## config.mk

```make
export PLATFORM = sky130hd
export DESIGN_NAME = parity_tree_monitor
export DESIGN_NICKNAME = d
export VERILOG_FILES = /design/src/rtl/ptm_pkg.sv /design/src/rtl/cw_ring.sv /design/src/rtl/pattern_match.sv /design/src/rtl/shift_tally.sv /design/src/rtl/parity_tree_monitor.sv
export SDC_FILE = /design/constraint.sdc
export NUM_CORES = 1
export LEC_CHECK = 0
export BUFFER_PORTS_ARGS = -buffer_cell sky130_fd_sc_hd__buf_4
export CAP_MARGIN = 40
export CORE_MARGIN = 5
export CORE_UTILIZATION = 46
export DETAILED_ROUTE_END_ITERATION = 8
export PLACE_DENSITY = 0.68
export SYNTH_ARGS = -nofsm -noshare
export SYNTH_HDL_FRONTEND = slang
export SYNTH_SLANG_ARGS = --single-unit
```

## constraint.sdc

```tcl
create_clock -name clk -period 1.5 [get_ports clk]
set_clock_uncertainty 0.1 [all_clocks]
set_input_delay 0.3 -clock clk [delete_from_list [all_inputs] [get_ports clk]]
set_output_delay 0.3 -clock clk [all_outputs]
set_load 0.02 [all_outputs]
```

## src/rtl/ptm_pkg.sv

```systemverilog
package ptm_pkg;

    // Stage j of the ring holds, at step 0, bit position (len - j) mod len
    // of the seed (position 0 is the seed's most significant bit).
    function automatic logic [63:0] ring_start(input logic [63:0] seed, input int len);
        logic [63:0] r;
        r = '0;
        for (int j = 0; j < len; j++) begin
            r[j] = seed[len - 1 - ((len - j) % len)];
        end
        return r;
    endfunction

    // Select mask of the lines that are mapped to code word g.
    function automatic logic [63:0] group_mask(input logic [255:0] map, input int lines,
                                               input int idx_w, input int g);
        logic [63:0] m;
        m = '0;
        for (int i = 0; i < lines; i++) begin
            int idx;
            idx = 0;
            for (int b = 0; b < idx_w; b++) begin
                idx = idx | (int'(map[i*idx_w + b]) << b);
            end
            m[i] = (idx == g);
        end
        return m;
    endfunction

endpackage

```

## src/rtl/cw_ring.sv

```systemverilog
module cw_ring #(
    parameter int                  SEQ_LEN = 7,
    parameter logic [SEQ_LEN-1:0]  SEED    = 7'b1011100
) (
    input  logic               clk,
    input  logic               rst_n,
    input  logic               advance,
    output logic [SEQ_LEN-1:0] ring_q
);
    import ptm_pkg::*;

    localparam logic [63:0]        START_WIDE = ring_start(64'(SEED), SEQ_LEN);
    localparam logic [SEQ_LEN-1:0] START      = START_WIDE[SEQ_LEN-1:0];

    typedef struct packed {
        logic [SEQ_LEN-1:0] ring;
    } ring_state_t;

    ring_state_t st_d, st_q;

    always_comb begin
        st_d = st_q;
        if (advance) begin
            st_d.ring = {st_q.ring[SEQ_LEN-2:0], st_q.ring[SEQ_LEN-1]};
        end
    end

    always_ff @(posedge clk) begin
        if (!rst_n) begin
            st_q.ring <= START;
        end else begin
            st_q <= st_d;
        end
    end

    assign ring_q = st_q.ring;

    assert_ring_hold_R5: assert property (@(posedge clk) disable iff (!rst_n)
        !advance |=> $stable(ring_q));

    assert_ring_moves_R4: assert property (@(posedge clk) disable iff (!rst_n)
        advance |=> (ring_q != $past(ring_q)));

    assert_ring_weight_R4: assert property (@(posedge clk) disable iff (!rst_n)
        $countones(ring_q) == $countones(SEED));

endmodule

```

## src/rtl/pattern_match.sv

```systemverilog
module pattern_match #(
    parameter int                              NUM_LINES = 5,
    parameter int                              SEQ_LEN   = 7,
    parameter int                              IDX_W     = 3,
    parameter logic [NUM_LINES*IDX_W-1:0]      LINE_MAP  = {3'd3, 3'd6, 3'd5, 3'd3, 3'd2}
) (
    input  logic [NUM_LINES-1:0] lines,
    input  logic [SEQ_LEN-1:0]   ring,
    output logic                 hit
);
    import ptm_pkg::*;

    logic [SEQ_LEN-1:0] grp_ok;

    for (genvar g = 0; g < SEQ_LEN; g++) begin : g_word
        localparam logic [63:0] MASK_WIDE = group_mask(256'(LINE_MAP), NUM_LINES, IDX_W, g);
        localparam logic [NUM_LINES-1:0] MASK = MASK_WIDE[NUM_LINES-1:0];

        logic all_high;
        logic all_low;

        // True-polarity term and inverted term over this word's lines.
        assign all_high  = &(lines  | ~MASK);
        assign all_low   = &(~lines | ~MASK);
        assign grp_ok[g] = ring[g] ? all_high : all_low;
    end

    assign hit = &grp_ok;

endmodule

```

## src/rtl/shift_tally.sv

```systemverilog
module shift_tally #(
    parameter int SEQ_LEN = 7
) (
    input  logic clk,
    input  logic rst_n,
    input  logic step,
    output logic wrap_q
);
    localparam int CNT_W = $clog2(SEQ_LEN);
    localparam logic [CNT_W-1:0] LAST = CNT_W'(SEQ_LEN - 1);

    typedef struct packed {
        logic [CNT_W-1:0] cnt;
        logic             wrap;
    } tally_t;

    tally_t st_d, st_q;

    always_comb begin
        st_d      = st_q;
        st_d.wrap = 1'b0;
        if (step) begin
            if (st_q.cnt == LAST) begin
                st_d.cnt  = '0;
                st_d.wrap = 1'b1;
            end else begin
                st_d.cnt = st_q.cnt + 1'b1;
            end
        end
    end

    always_ff @(posedge clk) begin
        if (!rst_n) begin
            st_q <= '0;
        end else begin
            st_q <= st_d;
        end
    end

    assign wrap_q = st_q.wrap;

    assert_wrap_single_R6: assert property (@(posedge clk) disable iff (!rst_n)
        wrap_q |=> !wrap_q);

    assert_idle_count_R5: assert property (@(posedge clk) disable iff (!rst_n)
        !step |=> !wrap_q);

endmodule

```

## src/rtl/parity_tree_monitor.sv

```systemverilog
module parity_tree_monitor #(
    parameter int                                     K         = 3,
    parameter int                                     NUM_LINES = 5,
    parameter logic [NUM_LINES*$clog2((1<<K)-1)-1:0]  LINE_MAP  = {3'd3, 3'd6, 3'd5, 3'd3, 3'd2},
    parameter int                                     OUT_WORD  = 0,
    parameter logic [(1<<K)-2:0]                      SEED      = 7'b1011100
) (
    input  logic                 clk,
    input  logic                 rst_n,
    input  logic                 sample_vld,
    input  logic [NUM_LINES-1:0] tree_in,
    input  logic                 tree_out,
    output logic                 err_flag,
    output logic                 sweep_done
);
    localparam int SEQ_LEN = (1 << K) - 1;
    localparam int IDX_W   = $clog2(SEQ_LEN);

    typedef struct packed {
        logic err;
    } mon_state_t;

    logic [SEQ_LEN-1:0] ring;
    logic               pat_hit;
    logic               match;
    logic               zero_word;
    logic               expect_bit;
    mon_state_t         st_d, st_q;

    cw_ring #(
        .SEQ_LEN (SEQ_LEN),
        .SEED    (SEED)
    ) u_ring (
        .clk     (clk),
        .rst_n   (rst_n),
        .advance (match),
        .ring_q  (ring)
    );

    pattern_match #(
        .NUM_LINES (NUM_LINES),
        .SEQ_LEN   (SEQ_LEN),
        .IDX_W     (IDX_W),
        .LINE_MAP  (LINE_MAP)
    ) u_match (
        .lines (tree_in),
        .ring  (ring),
        .hit   (pat_hit)
    );

    shift_tally #(
        .SEQ_LEN (SEQ_LEN)
    ) u_tally (
        .clk    (clk),
        .rst_n  (rst_n),
        .step   (match),
        .wrap_q (sweep_done)
    );

    assign match      = sample_vld & pat_hit;
    assign zero_word  = sample_vld & (tree_in == '0);
    assign expect_bit = ring[OUT_WORD];

    always_comb begin
        st_d = st_q;
        if (match && (tree_out != expect_bit)) begin
            st_d.err = 1'b1;
        end
        if (zero_word && tree_out) begin
            st_d.err = 1'b1;
        end
    end

    always_ff @(posedge clk) begin
        if (!rst_n) begin
            st_q <= '0;
        end else begin
            st_q <= st_d;
        end
    end

    assign err_flag = st_q.err;

    assert_bad_output_R3: assert property (@(posedge clk) disable iff (!rst_n)
        (sample_vld && pat_hit && (tree_out != ring[OUT_WORD])) |=> err_flag);

    assert_zero_word_R8: assert property (@(posedge clk) disable iff (!rst_n)
        (sample_vld && (tree_in == '0) && tree_out) |=> err_flag);

    assert_err_sticky_R7: assert property (@(posedge clk) disable iff (!rst_n)
        err_flag |=> err_flag);

    assert_invalid_quiet_R5: assert property (@(posedge clk) disable iff (!rst_n)
        (!sample_vld && !err_flag) |=> !err_flag);

endmodule

```

==> results.json, run 1 <==
{
  "required_ns": 1.57,
  "routed-via-count": 516,
  "syn2layout_area_growth_pct": 30.9,
  "pre_cts_slack_ns": -0.0435,
  "die_x_um": 46.2,
  "rows": 13,
  "worst_hold_startpoint": "rst_n",
  "startpoint": "u_ring.ring_q[3]",
  "rrSetupSlack_ns": 0.11,
  "cts.htree.levels": 1,
  "grt_setup_unrepaired": "false",
  "grt_start_max_net_pins": 15,
  "die_y_um": 46.2,
  "hpwlAfterDp_um": 910,
  "postRouteWirelength_um": 1150,
  "synthDominantAreaCellType": "dfxtp_1",
  "critical_path.startpoint_type": "flop",
  "cts_buffers": 3,
  "clkLatencyLatePin_ns": 0.27,
  "initial_utilization_pct": 47.5,
  "timing_max_transition_violations_final": 0,
  "io_pins": 11,
  "synth_cell_type_count": 26,
  "die_area_sq_um": 2140,
  "synth_top_cells_by_area": "dfxtp_1 (40%), xnor2_2 (8.1%), mux2i_1 (6.6%)",
  "cts_root_buf": "clkbuf_4",
  "total_drc_errors_in_the_routed_layout": 0,
  "arrival_time_worst_endpoint_ns": 1.46,
  "path_class": "reg -> reg",
  "vias_per_cell": 5.38,
  "worst_pin_slew_ns": 0.248,
  "grt_pass1_wl_um": 2010,
  "total_power_divided_by_cell_area_nw_per_um2": 834,
  "synth_enable_flop_cells": 0,
  "cts.reportedPaths.clkPinSlew_ns": 0.07,
  "placeableCoreArea_sq_um": 1270,
  "grt_ovf": 0,
  "synth_area_sq_um": 603,
  "layout_setup_ws_ns": 0.110,
  "layout.cell_area.non_filler_sq_um": 790,
  "synth-main-ff-cell": "dfxtp_1",
  "cts_hold_buffers": 0,
  "route.antenna.remaining_nets": 0,
  "finalCriticalPeriod_ns": 1.39,
  "synth.yosys.warnings": 0,
  "final.fill_count": 115,
  "synth_seq_cells": 12,
  "timing.max_cap.violations": 0,
  "drt_first_iter_violations": 7,
  "timing.final.hold_violations": 0,
  "period_share_pct": 92.6,
  "cts_tree": "yes",
  "grt_antenna_before_repair": 0,
  "placed_cells": 92,
  "clock_path_buffers": 2,
  "max_slew_margin_pct": 83.2,
  "final.hold.worst_slack_ns": 0.190,
  "buffer_ports.inserted": 10,
  "async_reset_ff_share_pct": 0,
  "drt_first_pass_iters": 4,
  "reg2reg_from": "u_ring.ring_q[3]",
  "post_drt_wl_per_cell_um": 11.9,
  "ranking_of_synthesized_cells_by_instance_count": "dfxtp_1 (12), nand2_1 (8), nand3_1 (8), mux2i_1 (4), o21ai_0 (4)",
  "yosysSeqAreaShare_pct": 39.8,
  "gp_congestion": 0.721,
  "final.setup.tns_ns": 0,
  "leakagePower_nw": 0.296,
  "run_status": "completed",
  "gate_count_post_synth": 62,
  "path_max_fanout": 6,
  "number_of_standard_cells_in_the_final_layout_excluding_fillers": 96,
  "post_route_cells_drive_above_1_share_pct": 38.3,
  "synthMostInstantiatedCell": "dfxtp_1",
  "num_antenna_cells": 0,
  "grt_usage_pct": 13.2,
  "irDropWorstVdd_mv": 0.515,
  "clock_sink_count": 12,
  "vias_in_the_first_global_route": 480,
  "nets_finish": 91,
  "holdCritPathClass": "in -> reg",
  "setup_viol_count_final": 0,
  "maxClockFrequency_mhz": 720,
  "detailed_place.area_sq_um": 738,
  "crit_path_end_kind": "flop",
  "synth_largest_type_area_fraction_pct": 39.8,
  "mappedNetlistNets": 71,
  "postSynthAreaPerCell_sq_um": 9.73
}
## cells in the final DEF (no fill, tap or decap)
| cell | count |
|---|---|
| buf_4 | 16 |
| dfxtp_1 | 9 |
| nand3_1 | 8 |
| nand2_1 | 8 |
| o21ai_0 | 4 |
| mux2i_1 | 4 |
| clkbuf_4 | 3 |
| dfxtp_2 | 3 |
| xnor2_2 | 2 |
| o21ai_1 | 2 |
| o31a_1 | 2 |
| nor3_1 | 2 |
| xnor2_4 | 1 |
| nand4_4 | 1 |
| or2_1 | 1 |
| o21a_4 | 1 |
| and4_4 | 1 |
| nor2_1 | 1 |
| nor4b_1 | 1 |
| o21a_1 | 1 |
| a21oi_1 | 1 |
| a21boi_1 | 1 |
| o2111ai_1 | 1 |
| or3_1 | 1 |
| xnor2_1 | 1 |
| nor2_2 | 1 |
| and3_1 | 1 |
| nor3b_2 | 1 |
| nand3b_1 | 1 |
| clkbuf_8 | 1 |
## metal layers
layer,share of wire (%),up-vias,routed length (um),global-route usage [%]
met5,0,-,0,0
met4,0,0,0,1.70
met3,6.4,0,73,5.86
met2,48,8,550,19.5
met1,46,238,523,18.0
li1,-,270,-,-
## per-stage QoR
step	utilization, %	power [mW]
after global placement	58.2	0.408
final	62.2	0.659
after global routing	62.2	0.694
after floorplan	-	0.369
after CTS	61.0	0.668
after detailed placement	58.2	0.410
## logic make-up (layout without fill, tap and decap cells)
group           Yosys count  after routing  synth area share, %
compound gates           13             13                 15.1
xor+xnor                  4              4                 9.54
buf+inv                   1             20                0.622
flops                    12             12                 39.8
mux                       4              4                 6.64
simple gates             28             28                 28.2
## critical path: stages (launching register included)
cell and delay, ns:
dfxtp_1 0.41, nand3_1 0.16, o21a_4 0.18, o31a_1 0.27, o21a_1 0.18
## state kept, by name, summed over array words and instances (netlist names)
signal,cells
err_flag,1
u_ring.ring_q,7
u_tally.wrap_q,1
u_tally.st_q,3
## report_power, final
part / internal [mW] / leakage [nW] / total [mW] / switching, mW
clock: 0.148 / 0.0210 / 0.254 / 0.106
combinational: 0.0438 / 0.177 / 0.0812 / 0.0374
sequential: 0.321 / 0.0975 / 0.324 / 0.00289
total: 0.512 / 0.296 / 0.659 / 0.146
## repair_timing
action,in CTS,in global routing
endpoints found under the setup margin,0,4
gates resized for setup,0,4
hold endpoints to repair,0,0
buffers inserted,0,0
## final timing paths
path                           end  cells past startpoint
setup / recovery   u_tally.st_q[2]                      4
hold reg to reg   u_ring.ring_q[2]                      2
hold / removal    u_ring.ring_q[0]                      2
setup reg to reg   u_tally.st_q[2]                      4
## cell type report
type / count / area (sq um) / area share [%]
multi-input cells: 49 / 370 / 46.9
flip-flops and latches: 12 / 244 / 30.9
repair buffers: 16 / 120 / 15.2
clock buffers: 4 / 36.3 / 4.60
well taps: 15 / 18.8 / 2.38
No activity file was read; power rests on OpenSTA's default activity.
==> run 2: changes to the inputs <==
--- a/config.mk
+++ b/config.mk
@@ -7,10 +7,12 @@
 export LEC_CHECK = 0
 export BUFFER_PORTS_ARGS = -buffer_cell sky130_fd_sc_hd__buf_4
 export CAP_MARGIN = 40
-export CORE_MARGIN = 5
-export CORE_UTILIZATION = 46
+export CORE_AREA = 5 5 42 44
 export DETAILED_ROUTE_END_ITERATION = 8
-export PLACE_DENSITY = 0.68
+export DIE_AREA = 0 0 47 49
+export PLACE_DENSITY = 0.62
+export REMOVE_ABC_BUFFERS = 1
 export SYNTH_ARGS = -nofsm -noshare
 export SYNTH_HDL_FRONTEND = slang
+export SYNTH_HIERARCHICAL = 1
 export SYNTH_SLANG_ARGS = --single-unit
==> run 2 against run 1 <==
  * The flow now finishes with violations (negative setup slack)
  * Combinational power is 23% lower
  * Worst hold slack worse by 0.020 ns
  * Flip-flop and latch count stayed put
  * Cell area is 3.6% higher
  * Register-to-register slack worse by 0.41 ns
  * Wire length is 1.1% lower
  * Total power is 2.3% lower
  * Critical path type unchanged
  * Largest power group unchanged
==> results.json, run 2 <==
{
  "drt_first_pass_iters": 2,
  "num_antenna_cells": 0,
  "r2r_end": "u_ring/ring_q[4]",
  "seqPwrFrac_pct": 50.1,
  "layout_commonest_cell": "buf_4",
  "grt_start_max_net_pins": 15,
  "p_switching_uw": 139,
  "arrival_time_worst_endpoint_ns": 1.88,
  "clkLatencyLatePin_ns": 0.28,
  "grt_setup_unrepaired": "true",
  "worst_hold_path.endpoint": "u_ring/ring_q[3]",
  "timing_max_transition_violations_final": 0,
  "layout_common_cells": "buf_4 (19), dfxtp_1 (11), nand2_1 (8), mux2i_1 (7), xor2_1 (4)",
  "finalCriticalPeriod_ns": 1.80,
  "grt_ovf": 0,
  "synth_seq_cells": 12,
  "rrSetupSlack_ns": -0.30,
  "period_share_pct": 120,
  "placed_cells": 90,
  "synth-main-ff-cell": "dfxtp_1",
  "synth_cell_type_count": 22,
  "clock_sink_count": 12,
  "timing.final.hold_violations": 0,
  "reg2reg_from": "u_ring/ring_q[3]",
  "worst_pin_slew_ns": 0.271,
  "yosysSeqAreaShare_pct": 43.9,
  "grt_util_met3_pct": 4.43,
  "grt_pass1_wl_um": 2010,
  "switching_share_pct": 21.6,
  "power.share.combinational_pct": 9.7,
  "total_drc_errors_in_the_routed_layout": 0,
  "nets_finish": 89,
  "maxClockFrequency_mhz": 555,
  "p_int_uw": 504,
  "synthDominantAreaCellType": "dfxtp_1",
  "synth_area_sq_um": 547,
  "cts_root_buf": "clkbuf_4",
  "post_drt_wl_per_cell_um": 11.9,
  "failing_checks": "negative setup slack",
  "hpwlAfterDp_um": 835,
  "number_of_standard_cells_in_the_final_layout_excluding_fillers": 95,
  "io_pins": 11,
  "grt_usage_pct": 12.6,
  "layout_setup_ws_ns": -0.302,
  "grt_antenna_before_repair": 0,
  "cts.htree.levels": 1,
  "post_route_cells_drive_above_1_share_pct": 43.0,
  "drt_first_iter_violations": 2,
  "gp_congestion": 0.777,
  "initial_utilization_pct": 39.0,
  "crit_path_end_kind": "flop",
  "die_area_sq_um": 2300,
  "number_of_instances_on_the_worst_hold_path": 2,
  "path_class": "reg -> reg",
  "cts.reportedPaths.clkPinSlew_ns": 0.08,
  "holdCritPathClass": "in -> reg",
  "max_slew_margin_pct": 81.9,
  "clock_path_buffers": 2,
  "multi_input_combinational_cell_area_sq_um": 327,
  "synth.yosys.warnings": 6,
  "buffer_ports.inserted": 10,
  "total_power_divided_by_cell_area_nw_per_um2": 787,
  "power.share.clock_pct": 40.2,
  "gate_count_post_synth": 55,
  "power_uw": 644,
  "grt-busiest-layer": "met2",
  "synth_top_cells_by_area": "dfxtp_1 (44%), mux2i_1 (13%), xor2_1 (6.4%)",
  "run_status": "finished, violations left",
  "cts_tree": "yes",
  "synth_largest_type_area_fraction_pct": 43.9,
  "vias_in_the_first_global_route": 476,
  "die_x_um": 47,
  "met2_usage_pct": 19.2,
  "irDropWorstVdd_mv": 0.523,
  "required_ns": 1.57,
  "cts_buffers": 3,
  "rows": 14,
  "final.hold.worst_slack_ns": 0.171,
  "async_reset_ff_share_pct": 0,
  "routed-via-count": 461,
  "synthMostInstantiatedCell": "dfxtp_1",
  "die_y_um": 49,
  "worst_hold_startpoint": "rst_n",
  "ranking_of_synthesized_cells_by_instance_count": "dfxtp_1 (12), nand2_1 (9), mux2i_1 (7), xor2_1 (4), nor2b_1 (3)",
  "gr-usage-met1_pct": 14.0,
  "setup_viol_count_final": 12,
  "route.antenna.remaining_nets": 0,
  "cts_hold_buffers": 0,
  "placeableCoreArea_sq_um": 1400,
  "critical_path.startpoint_type": "flop",
  "timing.max_cap.violations": 0,
  "postSynthAreaPerCell_sq_um": 9.94,
  "logic_depth_of_the_worst_register_to_register_path": 6,
  "final.fill_count": 123,
  "syn2layout_area_growth_pct": 49.7,
  "vias_per_cell": 4.85,
  "leakagePower_nw": 0.323,
  "path_max_fanout": 7,
  "number_of_flip_flops_under_the_largest_register_name": 7,
  "postRouteWirelength_um": 1130,
  "synth_enable_flop_cells": 0,
  "final.setup.tns_ns": -2.98,
  "ff_latch_area_sq_um": 241
}
[run 2: cell count changes in the layout (fill, tap and decap cells not counted), moves of 3 or more]
cell,delta
nand3_1,-6
o21ai_0,-4
xor2_1,+4
buf_4,+3
mux2i_1,+3
nor2b_1,+3
[run 2: critical path, cell delays in order, from the launching register on]
cell and delay [ns]:
dfxtp_2 0.32, or3_4 0.37, a2111oi_4 0.29, and2_4 0.24, buf_12 0.13, mux2i_1 0.19, nand2_1 0.06
[run 2: how the worst max path moves through the flow]
stage	start	end	slack (ns)	cells past startpoint
global route	u_ring/ring_q[3]	u_ring/ring_q[4]	-0.41	6
global placement	tree_in[4]	u_ring/ring_q[5]	-0.46	7
finish	u_ring/ring_q[3]	u_ring/ring_q[4]	-0.30	6
floorplan	tree_in[4]	u_tally/st_q[2]	-0.48	6
detailed placement	tree_in[4]	u_ring/ring_q[4]	-0.51	7
CTS	u_ring/ring_q[3]	u_ring/ring_q[4]	-0.31	6
[run 2: metrics by stage]
| stage | worst slack [ns] | util (%) | instance area [sq um] |
|---|---|---|---|
| 6_report | -0.302 | 58.4 | 818 |
| 5_1_grt | -0.412 | 58.4 | 818 |
| 4_1_cts | -0.308 | 58.4 | 818 |
| 3_5_place_dp | -0.508 | 51.2 | 718 |
| 3_3_place_gp | -0.459 | 51.2 | 718 |
| 2_1_floorplan | -0.478 | - | 536 |
[run 2: layout make-up]
cell class                 count  area share, %
timing repair buffer          21           23.2
inverter                       1          0.459
multi-input combinational     41           39.9
tap                           16           2.45
clock buffer                   4           4.43
sequential                    12           29.5
[run 2: power groups by stage]
stage | clock [mW] | combinational, mW | sequential, mW
3_3_place_gp | 0 | 0.0556 | 0.330
2_1_floorplan | 0 | 0.0156 | 0.330
6_report | 0.259 | 0.0623 | 0.322
5_1_grt | 0.284 | 0.0677 | 0.323
4_1_cts | 0.272 | 0.0627 | 0.322
3_5_place_dp | 0 | 0.0566 | 0.330
[run 2: cells by family (layout without fill, tap and decap cells)]
| group | after synthesis | after routing | share of synthesized area [%] |
|---|---|---|---|
| simple gates | 24 | 24 | 25.9 |
| buf+inv | 2 | 26 | 2.75 |
| mux | 7 | 7 | 12.8 |
| compound gates | 6 | 6 | 8.23 |
| xor+xnor | 4 | 4 | 6.41 |
| flops | 12 | 12 | 43.9 |
[run 2: routing by layer]
metal	part of all wire, %	vias to the layer above
li1	-	239
met1	44	214
met2	50	6
met3	4.4	2
met4	1.4	0
met5	0	-
[run 2: timing repair]
action                                  in CTS  in global routing
buffers inserted                             0                  0
cloned                                       1                  0
pin swaps                                    8                  3
endpoints found under the setup margin      12                 12
resized for setup                           10                  0
==> run 3: changes to the inputs <==
--- a/config.mk
+++ b/config.mk
@@ -5,12 +5,14 @@
 export SDC_FILE = /design/constraint.sdc
 export NUM_CORES = 1
 export LEC_CHECK = 0
+export ABC_AREA = 1
 export BUFFER_PORTS_ARGS = -buffer_cell sky130_fd_sc_hd__buf_4
 export CAP_MARGIN = 40
-export CORE_AREA = 5 5 42 44
+export CORE_MARGIN = 5
+export CORE_UTILIZATION = 45
 export DETAILED_ROUTE_END_ITERATION = 8
-export DIE_AREA = 0 0 47 49
-export PLACE_DENSITY = 0.62
+export HOLD_SLACK_MARGIN = 0.15
+export PLACE_DENSITY = 0.66
 export REMOVE_ABC_BUFFERS = 1
 export SYNTH_ARGS = -nofsm -noshare
 export SYNTH_HDL_FRONTEND = slang
==> run 3 against run 2 <==
  * The run now ends clean
  * Core utilization grew 0.16 points
  * Final cell count grew 39%
  * Total power shrank 12%
  * Sequential share of layout area grew 2.2 points
  * Via count grew 26%
  * Combinational power shrank 9.0%
  * Critical path depth grew 4
  * Global-route usage grew 0.46 points
  * Clock-buffer cell count shrank 1
  * Critical endpoint is now u_ring/ring_q[2]
  * Largest cell class unchanged
==> results.json, run 3 <==
{
  "run_status": "completed",
  "ranking_of_synthesized_cells_by_instance_count": "nand2_1 (36), inv_1 (21), dfxtp_1 (12), nand3_1 (10), nor2_1 (9)",
  "number_of_flip_flops_under_the_largest_register_name": 7,
  "grt_usage_pct": 13.0,
  "worst_hold_path.endpoint": "u_ring/ring_q[0]",
  "reg2reg_from": "u_ring/ring_q[5]",
  "synth_top_cells_by_area": "dfxtp_1 (39%), nand2_1 (22%), inv_1 (13%)",
  "drt_first_pass_iters": 4,
  "number_of_instances_on_the_worst_hold_path": 2,
  "synth_cell_type_count": 10,
  "path_class": "reg -> reg",
  "cp.buffers_inverters": 2,
  "synthMostInstantiatedCell": "nand2_1",
  "setup_viol_count_final": 0,
  "placeableCoreArea_sq_um": 1300,
  "die_y_um": 47.2,
  "clock_sink_count": 12,
  "total_drc_errors_in_the_routed_layout": 0,
  "layout_common_cells": "nand2_1 (36), inv_1 (20), buf_4 (14), dfxtp_1 (11), nand3_1 (10)",
  "post_drt_wl_per_cell_um": 8.55,
  "timing.final.hold_violations": 0,
  "power_uw": 568,
  "synth_largest_type_area_fraction_pct": 38.6,
  "p_int_uw": 442,
  "nets_finish": 128,
  "pre_cts_slack_ns": -0.0205,
  "synth.yosys.warnings": 6,
  "hpwlAfterDp_um": 894,
  "die_area_sq_um": 2230,
  "timing.max_cap.violations": 0,
  "io_pins": 11,
  "drt_first_iter_violations": 14,
  "vias_per_cell": 4.42,
  "crit_family": "simple AND/OR/NAND/NOR gates",
  "clkLatencyLatePin_ns": 0.26,
  "cts_buffers": 3,
  "grt_ovf": 0,
  "total_power_divided_by_cell_area_nw_per_um2": 745,
  "p_switching_uw": 126,
  "gate_count_post_synth": 101,
  "grt_antenna_before_repair": 0,
  "path_max_fanout": 8,
  "layout_commonest_cell": "nand2_1",
  "die_x_um": 47.2,
  "timing_max_transition_violations_final": 0,
  "logic_depth_of_the_worst_register_to_register_path": 10,
  "rows": 13,
  "final.hold.worst_slack_ns": 0.205,
  "holdCritPathClass": "in -> reg",
  "synth_enable_flop_cells": 0,
  "seqPwrFrac_pct": 57.2,
  "largest_stage_delay_on_the_critical_path_ns": 0.37,
  "finalCriticalPeriod_ns": 1.35,
  "worst_pin_slew_ns": 0.156,
  "cp_cell_sequence": "nand2_1, nand2_1, nand2_1, nor2_2, nand2_1, inv_4, buf_4, nand2_2, nand2_1, nor2_2",
  "cpMaxStageDelayCell": "dfxtp_1",
  "required_ns": 1.56,
  "route.antenna.remaining_nets": 0,
  "switching_share_pct": 22.2,
  "power.share.combinational_pct": 10.0,
  "postSynthAreaPerCell_sq_um": 6.17,
  "irDropWorstVdd_mv": 0.486,
  "power.share.clock_pct": 32.9,
  "cts.reportedPaths.clkPinSlew_ns": 0.07,
  "synth_seq_cells": 12,
  "async_reset_ff_share_pct": 0,
  "maxClockFrequency_mhz": 742,
  "leakagePower_nw": 0.427,
  "final.fill_count": 144,
  "rrSetupSlack_ns": 0.15,
  "synth-main-ff-cell": "dfxtp_1",
  "synthDominantAreaCellType": "dfxtp_1",
  "buffer_ports.inserted": 10,
  "gp_congestion": 0.718,
  "layout_setup_ws_ns": 0.151,
  "grt_start_max_net_pins": 13,
  "arrival_time_worst_endpoint_ns": 1.41,
  "grt_pass1_wl_um": 2020,
  "worst_hold_startpoint": "rst_n",
  "synth_area_sq_um": 623,
  "cts_hold_buffers": 0,
  "num_antenna_cells": 0,
  "postRouteWirelength_um": 1130,
  "routed-via-count": 583,
  "initial_utilization_pct": 47.9,
  "cts.htree.levels": 1,
  "syn2layout_area_growth_pct": 22.3,
  "critical_path.startpoint_type": "flop",
  "post_route_cells_drive_above_1_share_pct": 23.1,
  "r2r_end": "u_ring/ring_q[2]",
  "cts_root_buf": "clkbuf_4",
  "clock_path_buffers": 2,
  "max_slew_margin_pct": 89.6,
  "yosysSeqAreaShare_pct": 38.6,
  "cts_tree": "yes",
  "vias_in_the_first_global_route": 545,
  "critical_path.most_common_cell": "nand2_1",
  "crit_path_end_kind": "flop",
  "period_share_pct": 89.9
}
[run 3: how the worst max path moves through the flow]
stage	end	depth (start not counted)	start	slack, ns
2_1_floorplan	u_tally/st_q[2]	8	u_ring/ring_q[2]	0.06
3_3_place_gp	u_ring/ring_q[2]	12	tree_in[4]	0.01
3_5_place_dp	u_ring/ring_q[1]	12	tree_in[4]	-0.02
4_1_cts	u_ring/ring_q[2]	10	u_ring/ring_q[6]	0.04
5_1_grt	u_ring/ring_q[1]	10	u_ring/ring_q[5]	-0.0001
6_report	u_ring/ring_q[2]	10	u_ring/ring_q[5]	0.15
[run 3: cell families (layout without fill, tap and decap cells)]
group                     Yosys count  after routing  share of synthesized area (%)
DFF                                12             12                           38.6
and+or+nand+nor                    63             63                           43.2
xor gates and xnor gates            1              1                           1.41
buffers and inverters              22             38                           14.5
AOI/OAI and AO/OA                   3              3                           2.41
[run 3: layout make-up]
cell class / count / area [sq um] / area share, %
multi-input combinational: 67 / 293 / 38.4
sequential: 12 / 241 / 31.7
timing repair buffer: 14 / 105 / 13.8
inverter: 21 / 81.3 / 10.7
clock buffer: 3 / 22.5 / 2.96
tap: 15 / 18.8 / 2.46
[run 3: layer usage]
layer | share of wire, % | vias up | track usage, %
li1 | - | 327 | -
met1 | 46 | 244 | 15.1
met2 | 47 | 10 | 21.1
met3 | 6.1 | 2 | 4.60
met4 | 1.2 | 0 | 6.63
met5 | 0 | - | 0
[run 3: metrics by stage]
step | std cells | setup TNS [ns] | util (%) | instance area [sq um]
6_report | 132 | 0 | 58.6 | 762
5_1_grt | 132 | -0.000101 | 58.6 | 762
3_3_place_gp | 129 | 0 | 56.5 | 736
3_5_place_dp | 129 | -0.0500 | 56.5 | 736
2_1_floorplan | 100 | 0 | - | 612
4_1_cts | 132 | 0 | 58.3 | 758
[run 3: power by group through the flow]
stage	combinational (mW)	clock (mW)	sequential, mW
6_report	0.0567	0.187	0.325
5_1_grt	0.0655	0.205	0.325
4_1_cts	0.0568	0.192	0.325
3_5_place_dp	0.0566	0	0.332
3_3_place_gp	0.0555	0	0.332
2_1_floorplan	0.0261	0	0.332
[run 3: worst reg2reg max path, cell delays in order, from the launching register on]
cell,delay (ns)
dfxtp_1,0.37
nand2_1,0.06
nand2_1,0.07
nand2_1,0.07
nor2_2,0.10
nand2_1,0.08
inv_4,0.09
buf_4,0.15
nand2_2,0.06
nand2_1,0.06
nor2_2,0.03
[run 3: what timing repair did]
action | 4_1_cts | 5_1_grt
gates resized for setup | 0 | 3
setup endpoints to repair | 0 | 11
hold endpoints to repair | 0 | 0
buffers inserted | 0 | 0
